$ cat config.mk
export PLATFORM = sky130hd
export DESIGN_NAME = gain_round_stage
export DESIGN_NICKNAME = d
export VERILOG_FILES = /design/src/rtl/gain_round_pkg.sv /design/src/rtl/gain_ctrl_reg.sv /design/src/rtl/gain_mult.sv /design/src/rtl/round_sat.sv /design/src/rtl/gain_round_stage.sv
export SDC_FILE = /design/constraint.sdc
export NUM_CORES = 1
export LEC_CHECK = 0
export BUFFER_PORTS_ARGS = -buffer_cell sky130_fd_sc_hd__buf_4
export CAP_MARGIN = 10
export CELL_PAD_IN_SITES_DETAIL_PLACEMENT = 1
export CELL_PAD_IN_SITES_GLOBAL_PLACEMENT = 1
export CORE_MARGIN = 4
export CORE_UTILIZATION = 40
export DETAILED_ROUTE_END_ITERATION = 8
export GPL_TIMING_DRIVEN = 0
export PLACE_DENSITY_LB_ADDON = 0.1
export REMOVE_ABC_BUFFERS = 1
export SLEW_MARGIN = 20
export SYNTH_ARGS = -nofsm -noshare
export SYNTH_HDL_FRONTEND = slang
export SYNTH_SLANG_ARGS = --single-unit
$ cat constraint.sdc
create_clock -name clk -period 6.8 [get_ports clk]
set_input_delay 0.68 -clock clk [delete_from_list [all_inputs] [get_ports clk]]
set_output_delay 0.68 -clock clk [all_outputs]
set_load 0.01 [all_outputs]
$ cat src/rtl/gain_round_pkg.sv
package gain_round_pkg;
  localparam int FRAC_W = 4;
  localparam int EXP_W  = 4;
  localparam int CODE_W = 7;
  localparam int CTRL_W = 16;

  // Field order fixes bit positions: [15] spare, [14:8] code, [7:4] exponent, [3:0] fraction
  typedef struct packed {
    logic              spare;
    logic [CODE_W-1:0] code;
    logic [EXP_W-1:0]  expo;
    logic [FRAC_W-1:0] frac;
  } gain_ctrl_t;

  // Number of low output bits cleared by rounding; 0 means no rounding
  function automatic int unsigned drop_count(input logic [CODE_W-1:0] code, input int unsigned out_w);
    int unsigned keep;
    case (code)
      7'h01:   keep = 8;
      7'h02:   keep = 10;
      7'h04:   keep = 12;
      7'h08:   keep = 14;
      7'h10:   keep = 16;
      7'h20:   keep = 20;
      7'h40:   keep = 24;
      default: keep = out_w;
    endcase
    return (keep >= out_w) ? 0 : out_w - keep;
  endfunction
endpackage

$ cat src/rtl/gain_ctrl_reg.sv
module gain_ctrl_reg
  import gain_round_pkg::*;
(
  input  logic              clk,
  input  logic              rst_n,
  input  logic              we,
  input  logic [CTRL_W-1:0] wdata,
  output gain_ctrl_t        ctrl
);
  logic unused_spare;
  assign unused_spare = wdata[CTRL_W-1];

  always_ff @(posedge clk) begin
    if (!rst_n) ctrl <= '0;
    else if (we) begin
      ctrl.code  <= wdata[14:8];
      ctrl.expo  <= wdata[7:4];
      ctrl.frac  <= wdata[3:0];
      ctrl.spare <= 1'b0;
    end
  end
endmodule

$ cat src/rtl/gain_mult.sv
module gain_mult
  import gain_round_pkg::*;
#(
  parameter int IN_W   = 32,
  parameter int OUT_W  = 24,
  localparam int PROD_W = IN_W + FRAC_W + 2,
  localparam int DROP_W = $clog2(OUT_W + 1)
) (
  input  logic                     clk,
  input  logic                     rst_n,
  input  logic                     en,
  input  logic                     in_valid,
  input  logic [IN_W-1:0]          in_data,
  input  gain_ctrl_t               ctrl,
  output logic                     s1_valid,
  output logic signed [PROD_W-1:0] s1_prod,
  output logic [EXP_W-1:0]         s1_expo,
  output logic [DROP_W-1:0]        s1_drop
);
  logic signed [FRAC_W+1:0]  mant;
  logic signed [PROD_W-1:0]  prod;

  assign mant = $signed({2'b01, ctrl.frac});
  assign prod = PROD_W'($signed(in_data)) * PROD_W'(mant);

  always_ff @(posedge clk) begin
    if (!rst_n) begin
      s1_valid <= 1'b0;
      s1_prod  <= '0;
      s1_expo  <= '0;
      s1_drop  <= '0;
    end else if (en) begin
      s1_valid <= in_valid;
      if (in_valid) begin
        s1_prod <= prod;
        s1_expo <= ctrl.expo;
        s1_drop <= DROP_W'(drop_count(ctrl.code, OUT_W));
      end
    end
  end
endmodule

$ cat src/rtl/round_sat.sv
module round_sat
  import gain_round_pkg::*;
#(
  parameter int IN_W     = 32,
  parameter int OUT_W    = 24,
  parameter int EXP_BIAS = 12,
  localparam int PROD_W  = IN_W + FRAC_W + 2,
  localparam int EXP_MAX = (1 << EXP_W) - 1,
  localparam int PRE_L   = EXP_MAX - EXP_BIAS,
  localparam int WIDE_W  = PROD_W + PRE_L + 2,
  localparam int DROP_W  = $clog2(OUT_W + 1)
) (
  input  logic signed [PROD_W-1:0] prod,
  input  logic [EXP_W-1:0]         expo,
  input  logic [DROP_W-1:0]        drop,
  output logic [OUT_W-1:0]         res,
  output logic                     ovf
);
  localparam logic signed [WIDE_W-1:0] MAXV = WIDE_W'((64'sd1 <<< (OUT_W - 1)) - 64'sd1);
  localparam logic signed [WIDE_W-1:0] MINV = ~MAXV;
  localparam logic signed [WIDE_W-1:0] ONE  = WIDE_W'(1);

  logic signed [WIDE_W-1:0] wide, shifted, half, rounded;
  logic [EXP_W-1:0]         rshift;

  always_comb begin
    rshift  = EXP_W'(EXP_MAX) - expo;
    wide    = WIDE_W'(prod) <<< PRE_L;
    shifted = wide >>> rshift;
    half    = (drop == '0) ? '0 : (ONE << (drop - DROP_W'(1)));
    rounded = (shifted + half) & ~((ONE << drop) - ONE);
    ovf     = 1'b0;
    if (rounded > MAXV) begin
      res = MAXV[OUT_W-1:0];
      ovf = 1'b1;
    end else if (rounded < MINV) begin
      res = MINV[OUT_W-1:0];
      ovf = 1'b1;
    end else begin
      res = rounded[OUT_W-1:0];
    end
  end
endmodule

$ cat src/rtl/gain_round_stage.sv
module gain_round_stage
  import gain_round_pkg::*;
#(
  parameter int IN_W     = 32,
  parameter int OUT_W    = 24,
  parameter int EXP_BIAS = 12,
  localparam int PROD_W  = IN_W + FRAC_W + 2,
  localparam int DROP_W  = $clog2(OUT_W + 1)
) (
  input  logic              clk,
  input  logic              rst_n,
  input  logic              ctrl_we,
  input  logic [CTRL_W-1:0] ctrl_wdata,
  input  logic              in_valid,
  output logic              in_ready,
  input  logic [IN_W-1:0]   in_data,
  output logic              out_valid,
  input  logic              out_ready,
  output logic [OUT_W-1:0]  out_data,
  output logic              out_ovf
);
  localparam logic [OUT_W-1:0] POS_FS = {1'b0, {(OUT_W-1){1'b1}}};
  localparam logic [OUT_W-1:0] NEG_FS = {1'b1, {(OUT_W-1){1'b0}}};

  gain_ctrl_t               ctrl;
  logic                     adv;
  logic                     s1_valid;
  logic signed [PROD_W-1:0] s1_prod;
  logic [EXP_W-1:0]         s1_expo;
  logic [DROP_W-1:0]        s1_drop;
  logic [OUT_W-1:0]         rs_data;
  logic                     rs_ovf;

  assign adv      = !out_valid || out_ready;
  assign in_ready = adv;

  gain_ctrl_reg u_ctrl (
    .clk(clk), .rst_n(rst_n), .we(ctrl_we), .wdata(ctrl_wdata), .ctrl(ctrl)
  );

  gain_mult #(.IN_W(IN_W), .OUT_W(OUT_W)) u_mult (
    .clk(clk), .rst_n(rst_n), .en(adv), .in_valid(in_valid), .in_data(in_data),
    .ctrl(ctrl), .s1_valid(s1_valid), .s1_prod(s1_prod), .s1_expo(s1_expo),
    .s1_drop(s1_drop)
  );

  round_sat #(.IN_W(IN_W), .OUT_W(OUT_W), .EXP_BIAS(EXP_BIAS)) u_rnd (
    .prod(s1_prod), .expo(s1_expo), .drop(s1_drop), .res(rs_data), .ovf(rs_ovf)
  );

  always_ff @(posedge clk) begin
    if (!rst_n) begin
      out_valid <= 1'b0;
      out_data  <= '0;
      out_ovf   <= 1'b0;
    end else if (adv) begin
      out_valid <= s1_valid;
      if (s1_valid) begin
        out_data <= rs_data;
        out_ovf  <= rs_ovf;
      end
    end
  end

  // a flagged sample carries a full-scale value
  a_r5_ovf_full_scale: assert property (@(posedge clk) disable iff (!rst_n)
    out_valid && out_ovf |-> (out_data == POS_FS) || (out_data == NEG_FS));

  // a stalled output keeps its value
  a_r9_stall_hold: assert property (@(posedge clk) disable iff (!rst_n)
    out_valid && !out_ready |=> out_valid && $stable(out_data) && $stable(out_ovf));

  // an empty output register never refuses input
  a_r9_empty_ready: assert property (@(posedge clk) disable iff (!rst_n)
    !out_valid |-> in_ready);

  // an accepted sample occupies the first stage one edge later
  a_r7_stage_fill: assert property (@(posedge clk) disable iff (!rst_n)
    in_valid && in_ready |=> s1_valid);

  // an unsaturated rounded result has its cleared bits at zero
  a_r3_low_bits_clear: assert property (@(posedge clk) disable iff (!rst_n)
    s1_valid && !rs_ovf |-> (rs_data & OUT_W'((64'd1 << s1_drop) - 64'd1)) == '0);
endmodule

==> impl_metrics.ini, run 1 <==
[grt]
grt_pass1_vias = 11900
antenna_found_initial = 0
grt_usage_pct = 20.2
overflow = 0
grt_max_degree = 91
grt_pass1_wl_um = 61200

[final_layout]
diodes = 0
area_growth_pct = 9.14
finalNetCount = 1860
layoutNonFillerInstCount = 2060
drive_gt1_share_pct = 9.23
fin_area_um2 = 14300

[placed_design]
detailed_place_hpwl_um = 29300
gp_congestion = 0.861
pre_cts_ws_ns = 0.328
placed_area_um2 = 13900
dpl.cell_count = 2044
portBuffers = 78

[logic_synthesis]
ys_warn_count = 0
syn_inst = 1617
synthTopCellsByArea = fa_1 (15%), dfxtp_1 (13%), ha_1 (8.6%), mux2i_1 (6.3%), nand2_1 (6.2%)
yosysMostFrequentCell = nand2_1
dominantRegCellSynth = dfxtp_1
ys_seq_elements = 88
synth_cell_types = 93
async_reset_ff_share_pct = 0
synthesis.area_um2 = 13100
synth_top_area_share_pct = 14.9
synth_edf_count = 0
yosysTopAreaCell = fa_1
ys_seq_area_share_pct = 13.5
ys_top_cells_by_count = nand2_1 (217), inv_1 (98), and2_1 (97), fa_1 (97), ha_1 (90)
avgSynthCellArea_um2 = 8.08

[run_status]
status = complete, no violations

[floorplan]
ios = 80
rows = 65
die_h_um = 189
dieArea_um2 = 35600
core_um2 = 31900
die_width_um = 189
start_util_pct = 41.0

[clock_tree]
cts_root_buf = clkbuf_16
clk_latency_ns = 0.35
ctsHoldBuffers = 0
cts_resized = 0
cts_buffer_depth = 2
post_cts_buffers = 0
cts.htree.levels = 3
cts_made_buffers = 9
cts_tree = yes
clock_sinks = 88
path_clk_slew_ns = 0.07

[drt]
drt_iter0_drc = 598
antenna_left = 0
wl_per_cell_um = 17.5
via_per_inst = 5.57
drc = 0
wl_um = 36000
firstDrtPassIters = 5
vias = 11500

[power_and_ir_drop]
p_seq_share_pct = 26.5
power.density_nw_per_um2 = 178
swShare_pct = 43.3
power_leakage_nw = 6.21
power.switching_w = 0.00110
ir_worst_vdd_uv = 118
combPwrFrac_pct = 52.7
p_int_w = 0.00144
pwr-share-clk_pct = 20.8

[sta]
tightest_slew_ns = 1.03
fin_skew_ns = 0.00731
fin_crit_ns = 6.33
grt_setup_unrepaired = no
slew_violations = 0
setup_ws_ns = 0.473
fmax_mhz = 158
setup-violations-final = 0
timing.final.crit_share_pct = 93.0
final.setup.tns_ns = 0
slew-limit-headroom_pct = 31.1
hold_viol = 0

[critical_path]
cpMostUsedCell = o211ai_1
crit_required_ns = 7.10
startpoint_type = flop
cpMaxStageDelayCell = a2111oi_1
critPathMaxFanout = 24
worstPathArrival_ns = 6.63
worstSetupPathType = flop to flop
end_kind = flop
path_cells = clkinv_1, a211oi_1, a21oi_1, mux4_2, ha_1, inv_1, or4_1, a22oi_2, o211ai_1, a2111oi_1, nor2_1, nor3_1, o211ai_1, or4b_1, nor4_4, a31oi_4, a2111oi_2, o221a_1
slowest_delay_ns = 0.62

[worst_hold_path]
min_path_type = flop to flop

[flow_run]
maxCapViolations = 0
[per-stage QoR]
step	power, W	util (%)	hold slack [ns]
CTS	0.00257	44.7	0.465
global route	0.00278	44.7	0.478
floorplan	0.00164	-	0.440
detailed placement	0.00203	43.7	0.454
global placement	0.00199	43.2	0.461
finish	0.00254	44.7	0.458
[power by group through the flow]
stage                     combinational (W)  clock (W)  sequential (W)
after floorplan                    0.000976          0        0.000665
after global placement              0.00129          0        0.000695
after detailed placement            0.00134          0        0.000687
after CTS                           0.00135   0.000545        0.000674
after global routing                0.00153   0.000565        0.000689
final                               0.00134   0.000528        0.000674
[flip-flops by register name, summed over array words and instances (netlist names)]
name / cells
out_data: 24
out_ovf: 1
out_valid: 1
u_ctrl.ctrl: 15
u_mult.s1_drop: 4
u_mult.s1_expo: 4
u_mult.s1_prod: 38
u_mult.s1_valid: 1
[placed cells by master (no fill, tap or decap), drive strengths merged, types with 11 or more instances in the layout]
master / netlist / routed
nand2: 217 / 217
inv: 98 / 101
and2: 97 / 97
fa: 97 / 97
ha: 90 / 90
dfxtp: 88 / 88
buf: 26 / 85
nor2: 84 / 84
o21ai: 83 / 83
mux2i: 82 / 82
a21oi: 77 / 77
xnor2: 42 / 42
nor3: 41 / 41
nor2b: 38 / 38
nand3: 33 / 33
a21o: 25 / 25
o221a: 24 / 24
xor2: 23 / 23
mux2: 22 / 22
o211ai: 20 / 20
a211oi: 20 / 20
a21boi: 18 / 18
nand2b: 17 / 17
and3: 17 / 17
a31oi: 13 / 13
nor4: 12 / 12
o31ai: 11 / 11
[path summary, 6_finish.rpt]
kind                        to         startpoint  cells after the start  slack, ns
max reg2reg        out_data[9]  u_mult.s1_expo[0]                     18       0.47
min          u_mult.s1_expo[3]     u_ctrl.ctrl[7]                      2       0.46
max                out_data[9]  u_mult.s1_expo[0]                     18       0.47
min reg2reg  u_mult.s1_expo[3]     u_ctrl.ctrl[7]                      2       0.46
[logic make-up (layout without fill, tap and decap cells)]
| kind of cell | after synthesis | count (layout) | synth area share [%] |
|---|---|---|---|
| AND/OR/NAND/NOR | 599 | 599 | 22.9 |
| other | 1 | 1 | 0.0287 |
| multiplexers | 113 | 113 | 9.76 |
| AO/OA/AOI/OAI | 372 | 372 | 20.0 |
| XOR/XNOR | 65 | 65 | 4.36 |
| flip-flops | 88 | 88 | 13.5 |
| buffers and inverters | 192 | 200 | 6.05 |
| adder cells (fa/ha/maj) | 187 | 187 | 23.5 |
[critical path, delay by kind of cell (launching register included)]
family                   cells  cell delay (ns)
AO/OA/AOI/OAI                9             2.66
adder cells (fa/ha/maj)      1             0.29
buffers and inverters        2             0.48
flip-flops                   1             0.58
multiplexers                 1             0.51
AND/OR/NAND/NOR              5             1.74
[final cells by class]
class / instances / area [um^2]
Clock inverter: 7 / 77.6
Timing Repair Buffer: 85 / 723
Multi-Input combinational cell: 1337 / 10500
Fill cell: 3901 / 17600
Inverter: 99 / 372
Sequential cell: 88 / 1780
Tap cell: 435 / 544
Clock buffer: 9 / 225
[routing by layer]
metal / up-vias / share of wire (%) / GRT usage [%]
li1: 5703 / - / -
met1: 5621 / 49 / 28.6
met2: 125 / 47 / 34.4
met3: 22 / 2.4 / 1.93
met4: 0 / 0.89 / 3.08
met5: - / 0 / 0
Power figures use the tool's default switching activity.
==> inputs of run 2 (changes only) <==
--- a/config.mk
+++ b/config.mk
@@ -10,7 +10,7 @@
 export CELL_PAD_IN_SITES_DETAIL_PLACEMENT = 1
 export CELL_PAD_IN_SITES_GLOBAL_PLACEMENT = 1
 export CORE_MARGIN = 4
-export CORE_UTILIZATION = 40
+export CORE_UTILIZATION = 48
 export DETAILED_ROUTE_END_ITERATION = 8
 export GPL_TIMING_DRIVEN = 0
 export PLACE_DENSITY_LB_ADDON = 0.1
==> impl_metrics.ini, run 2 (same netlist as run 1, synthesis figures left out) <==
[clock_tree]
clock_sinks = 88
clk_latency_ns = 0.37
cts_resized = 0
post_cts_buffers = 0
ctsHoldBuffers = 0
cts_root_buf = clkbuf_16
cts_tree = yes
path_clk_slew_ns = 0.08
cts_made_buffers = 9
cts.htree.levels = 3
cts_buffer_depth = 2

[drt]
wl_um = 35300
vias = 11600
route.met2.wl_um = 17000
drt_iter0_drc = 427
firstDrtPassIters = 7
dr_wl_met3_um = 814
wl_per_cell_um = 17.9
antenna_left = 0
via_per_inst = 5.88
drc = 0
top_layer = met4
wl_met1_um = 17100

[critical_path]
worstSetupPathType = flop to flop
worstPathArrival_ns = 6.70
r2r_slack_ns = 0.41
cpMaxStageDelayCell = dfxtp_2
critPathMaxFanout = 36
path_cells = buf_12, clkinvlp_4, a211oi_1, a21oi_1, mux4_2, ha_1, inv_1, or4_1, a22oi_2, o211ai_1, a2111oi_2, nor2_1, nor3_1, o211ai_1, or4b_1, nor4_4, a31oi_4, a2111oi_2, o221a_1
end_kind = flop
slowest_delay_ns = 0.57
startpoint_type = flop
crit_required_ns = 7.11

[power_and_ir_drop]
ir_worst_vdd_uv = 95.8
power_leakage_nw = 6.21
power.density_nw_per_um2 = 179
total_power_w = 0.00253

[sta]
grt_setup_unrepaired = no
slew-limit-headroom_pct = 25.7
hold_viol = 0
setup_ws_ns = 0.408
timing.final.crit_share_pct = 94.0
final.setup.tns_ns = 0
fmax_mhz = 156
setup-violations-final = 0
tightest_slew_ns = 1.10
fin_skew_ns = 0.0103
slew_violations = 0
fin_crit_ns = 6.39

[final_layout]
reg_top3 = u_mult.s1_prod: 38 flops, out_data: 24 flops, u_ctrl.ctrl: 15 flops
n_fill_cell = 3351
finalNetCount = 1860
largest_reg_flops = 38
diodes = 0
area_growth_pct = 8.34
top_register = u_mult.s1_prod
final_cell_mix = nand2_1 (216), inv_1 (98), and2_1 (97), fa_1 (97), ha_1 (90)
drive_gt1_share_pct = 9.48
final_core_util_pct = 52.7
multi_input_area_um2 = 10500
area.sequential_um2 = 1780
final_common_cell = nand2_1

[placed_design]
detailed_place_hpwl_um = 28500
gp_congestion = 0.876
portBuffers = 78
pre_cts_ws_ns = 0.209

[worst_hold_path]
min_path_type = flop to flop

[grt]
grt_pass1_vias = 11900
overflow = 0
grt_pass1_wl_um = 60200
antenna_found_initial = 0
grt_max_degree = 91
grt_usage_pct = 23.4

[floorplan]
die_width_um = 173
rows = 60
ios = 80
start_util_pct = 48.6
dieArea_um2 = 29900
die_h_um = 173
core_um2 = 26900

[run_status]
status = complete, no violations

[flow_run]
maxCapViolations = 0
[run 2: cell types whose count changed in the layout (fill, tap and decap cells not counted), sizes merged]
cell | before | now
bufinv | 1 | 0
clkinv | 3 | 1
inv | 101 | 104
[run 2: power breakdown]
group,switching (W),internal [W],leakage (nW)
sequential,0.0000962,0.000577,0.729
combinational,0.000764,0.000576,5.33
clock,0.000257,0.000263,0.150
total,0.00112,0.00142,6.21
[run 2: metal layers]
metal | track usage, % | vias up
li1 | - | 5698
met1 | 32.5 | 5717
met2 | 40.4 | 122
met3 | 2.16 | 24
met4 | 3.79 | 0
met5 | 0 | -
[run 2: final cells by class]
type,count,area share [%]
inverter,99,2.65
timing repair buffer,85,5.11
tap,341,3.01
multi-input combinational,1337,74.5
clock buffer,9,1.59
clock inverter,7,0.539
sequential,88,12.6
[run 2: worst paths after layout]
path	endpoint	depth (start not counted)	startpoint
max	out_data[9]	19	u_mult.s1_expo[0]
min reg2reg	u_mult.s1_expo[1]	2	u_ctrl.ctrl[5]
max reg2reg	out_data[9]	19	u_mult.s1_expo[0]
min	u_mult.s1_expo[1]	2	u_ctrl.ctrl[5]
[run 2: critical path: cells and delay by family (launching register included)]
kind / cells / cell delay, ns
fa+ha+maj: 1 / 0.29
flops: 1 / 0.57
mux: 1 / 0.49
buf+inv: 3 / 0.58
compound gates: 9 / 2.64
simple gates: 5 / 1.70
[run 2: stage by stage]
stage / hold slack [ns] / std cells / cell area [um^2]
floorplan: 0.440 / 1524 / 12600
global placement: 0.461 / 1943 / 13700
detailed placement: 0.465 / 1950 / 13800
CTS: 0.478 / 1966 / 14100
global route: 0.512 / 1966 / 14200
finish: 0.468 / 1966 / 14200
==> inputs of run 3 (changes only) <==
--- a/config.mk
+++ b/config.mk
@@ -14,8 +14,10 @@
 export DETAILED_ROUTE_END_ITERATION = 8
 export GPL_TIMING_DRIVEN = 0
 export PLACE_DENSITY_LB_ADDON = 0.1
+export RECOVER_POWER = 50
 export REMOVE_ABC_BUFFERS = 1
 export SLEW_MARGIN = 20
 export SYNTH_ARGS = -nofsm -noshare
 export SYNTH_HDL_FRONTEND = slang
+export SYNTH_HIERARCHICAL = 1
 export SYNTH_SLANG_ARGS = --single-unit
==> impl_metrics.ini, run 3 <==
[run_status]
status = complete, no violations

[clock_tree]
cts_root_buf = clkbuf_16
path_clk_slew_ns = 0.07
cts_resized = 0
cts_buffer_depth = 2
clk_latency_ns = 0.36
cts_made_buffers = 9
cts_tree = yes
clock_sinks = 88
ctsHoldBuffers = 0
post_cts_buffers = 0
cts.htree.levels = 3

[floorplan]
rows = 63
start_util_pct = 49.0
die_width_um = 182
dieArea_um2 = 33300
die_h_um = 182
ios = 80
core_um2 = 29800

[critical_path]
worstSetupPathType = flop to flop
critPathMaxFanout = 36
r2r_end = out_data[13]
end_kind = flop
reg2reg_depth = 17
r2r_slack_ns = 0.70
startpoint_type = flop
worstPathArrival_ns = 6.38
r2r-start = u_mult/s1_expo[1]
crit_required_ns = 7.08

[drt]
drc = 0
drt_iter0_drc = 699
via_per_inst = 5.82
firstDrtPassIters = 5
wl_um = 41200
wl_per_cell_um = 18.3
vias = 13100
antenna_left = 0

[sta]
slew_violations = 0
hold_viol = 0
slew-limit-headroom_pct = 15.9
fin_skew_ns = 0.0158
setup-violations-final = 0
tightest_slew_ns = 1.26
final.setup.tns_ns = 0
whs_ns = 0.450
timing.final.crit_share_pct = 89.8
setup_ws_ns = 0.697
fmax_mhz = 164
fin_crit_ns = 6.10
grt_setup_unrepaired = no

[final_layout]
layoutNonFillerInstCount = 2250
diodes = 0
final_cell_mix = nand2_1 (218), inv_1 (190), a21oi_1 (137)
area_growth_pct = 5.82
multi_input_area_um2 = 11500
area.sequential_um2 = 1770
final_common_cell = nand2_1
top_register = u_mult/s1_prod
finalNetCount = 2111
largest_reg_flops = 38
reg_top3 = u_mult/s1_prod: 38 flops, out_data: 24 flops, u_ctrl/ctrl: 15 flops
n_fill_cell = 3760
drive_gt1_share_pct = 9.09

[placed_design]
detailed_place_hpwl_um = 33300
gp_congestion = 0.898
portBuffers = 78
pre_cts_ws_ns = 0.354
dpl.cell_count = 2233

[grt]
grt_max_degree = 85
grt_pass1_vias = 13800
grt_usage_pct = 24.7
antenna_found_initial = 0
grt_pass1_wl_um = 69700
overflow = 0

[logic_synthesis]
ys_warn_count = 6
synthesis.area_um2 = 14600
syn_inst = 1868
avgSynthCellArea_um2 = 7.82

[power_and_ir_drop]
total_power_w = 0.00281
power_leakage_nw = 6.65
power.density_nw_per_um2 = 181
ir_worst_vdd_uv = 149

[worst_hold_path]
min_from = u_ctrl/ctrl[7]
hold_end = u_mult/s1_expo[3]
worstHoldPathCells = 2
min_path_type = flop to flop

[flow_run]
maxCapViolations = 0
## run 3: report_power, final
| part | internal, W | switching, W | total, W |
|---|---|---|---|
| sequential | 0.000584 | 0.0000978 | 0.000681 |
| combinational | 0.000629 | 0.000918 | 0.00155 |
| clock | 0.000338 | 0.000238 | 0.000577 |
| total | 0.00155 | 0.00125 | 0.00281 |
## run 3: routing by layer
metal	vias up	wire (um)	global-route usage (%)
met3	44	1060	1.85
met4	0	576	4.23
li1	6393	-	-
met2	212	20800	45.1
met5	-	0	0
met1	6453	18700	32.5
## run 3: worst max path at each step
stage,start,end
2_1_floorplan,u_mult/s1_expo[0],out_data[13]
3_3_place_gp,u_mult/s1_expo[0],out_data[1]
3_5_place_dp,u_mult/s1_expo[3],out_data[0]
4_1_cts,u_mult/s1_expo[3],out_data[0]
5_1_grt,u_mult/s1_expo[3],out_data[13]
6_report,u_mult/s1_expo[1],out_data[13]
## run 3: per-stage QoR
step / instance area, um^2 / util [%]
finish: 15500 / 51.9
global route: 15500 / 51.9
detailed placement: 15200 / 51.0
global placement: 15100 / 50.7
CTS: 15500 / 52.2
floorplan: 14000 / -
## run 3: area by class of cell
cell class              instances  share of cell area (%)
flip-flops and latches         88                    11.5
multi-input cells            1479                    74.7
repair buffers                 84                    3.84
inverters                     193                    4.71
well taps                     390                    3.16
clock buffers                  10                    1.55
clock inverters                 6                   0.631
## run 3: critical path, stage by stage (launching register included)
cell,delay [ns]
dfxtp_2,0.60
buf_12,0.27
mux4_2,0.60
mux2i_1,0.46
o21ai_0,0.25
ha_1,0.47
a21oi_1,0.28
o21ai_1,0.20
a211oi_1,0.29
nor2_1,0.13
o311ai_1,0.66
o2111ai_1,0.23
nor4_1,0.46
a31oi_2,0.26
buf_6,0.22
o41ai_1,0.36
nand2_1,0.09
mux2i_1,0.15
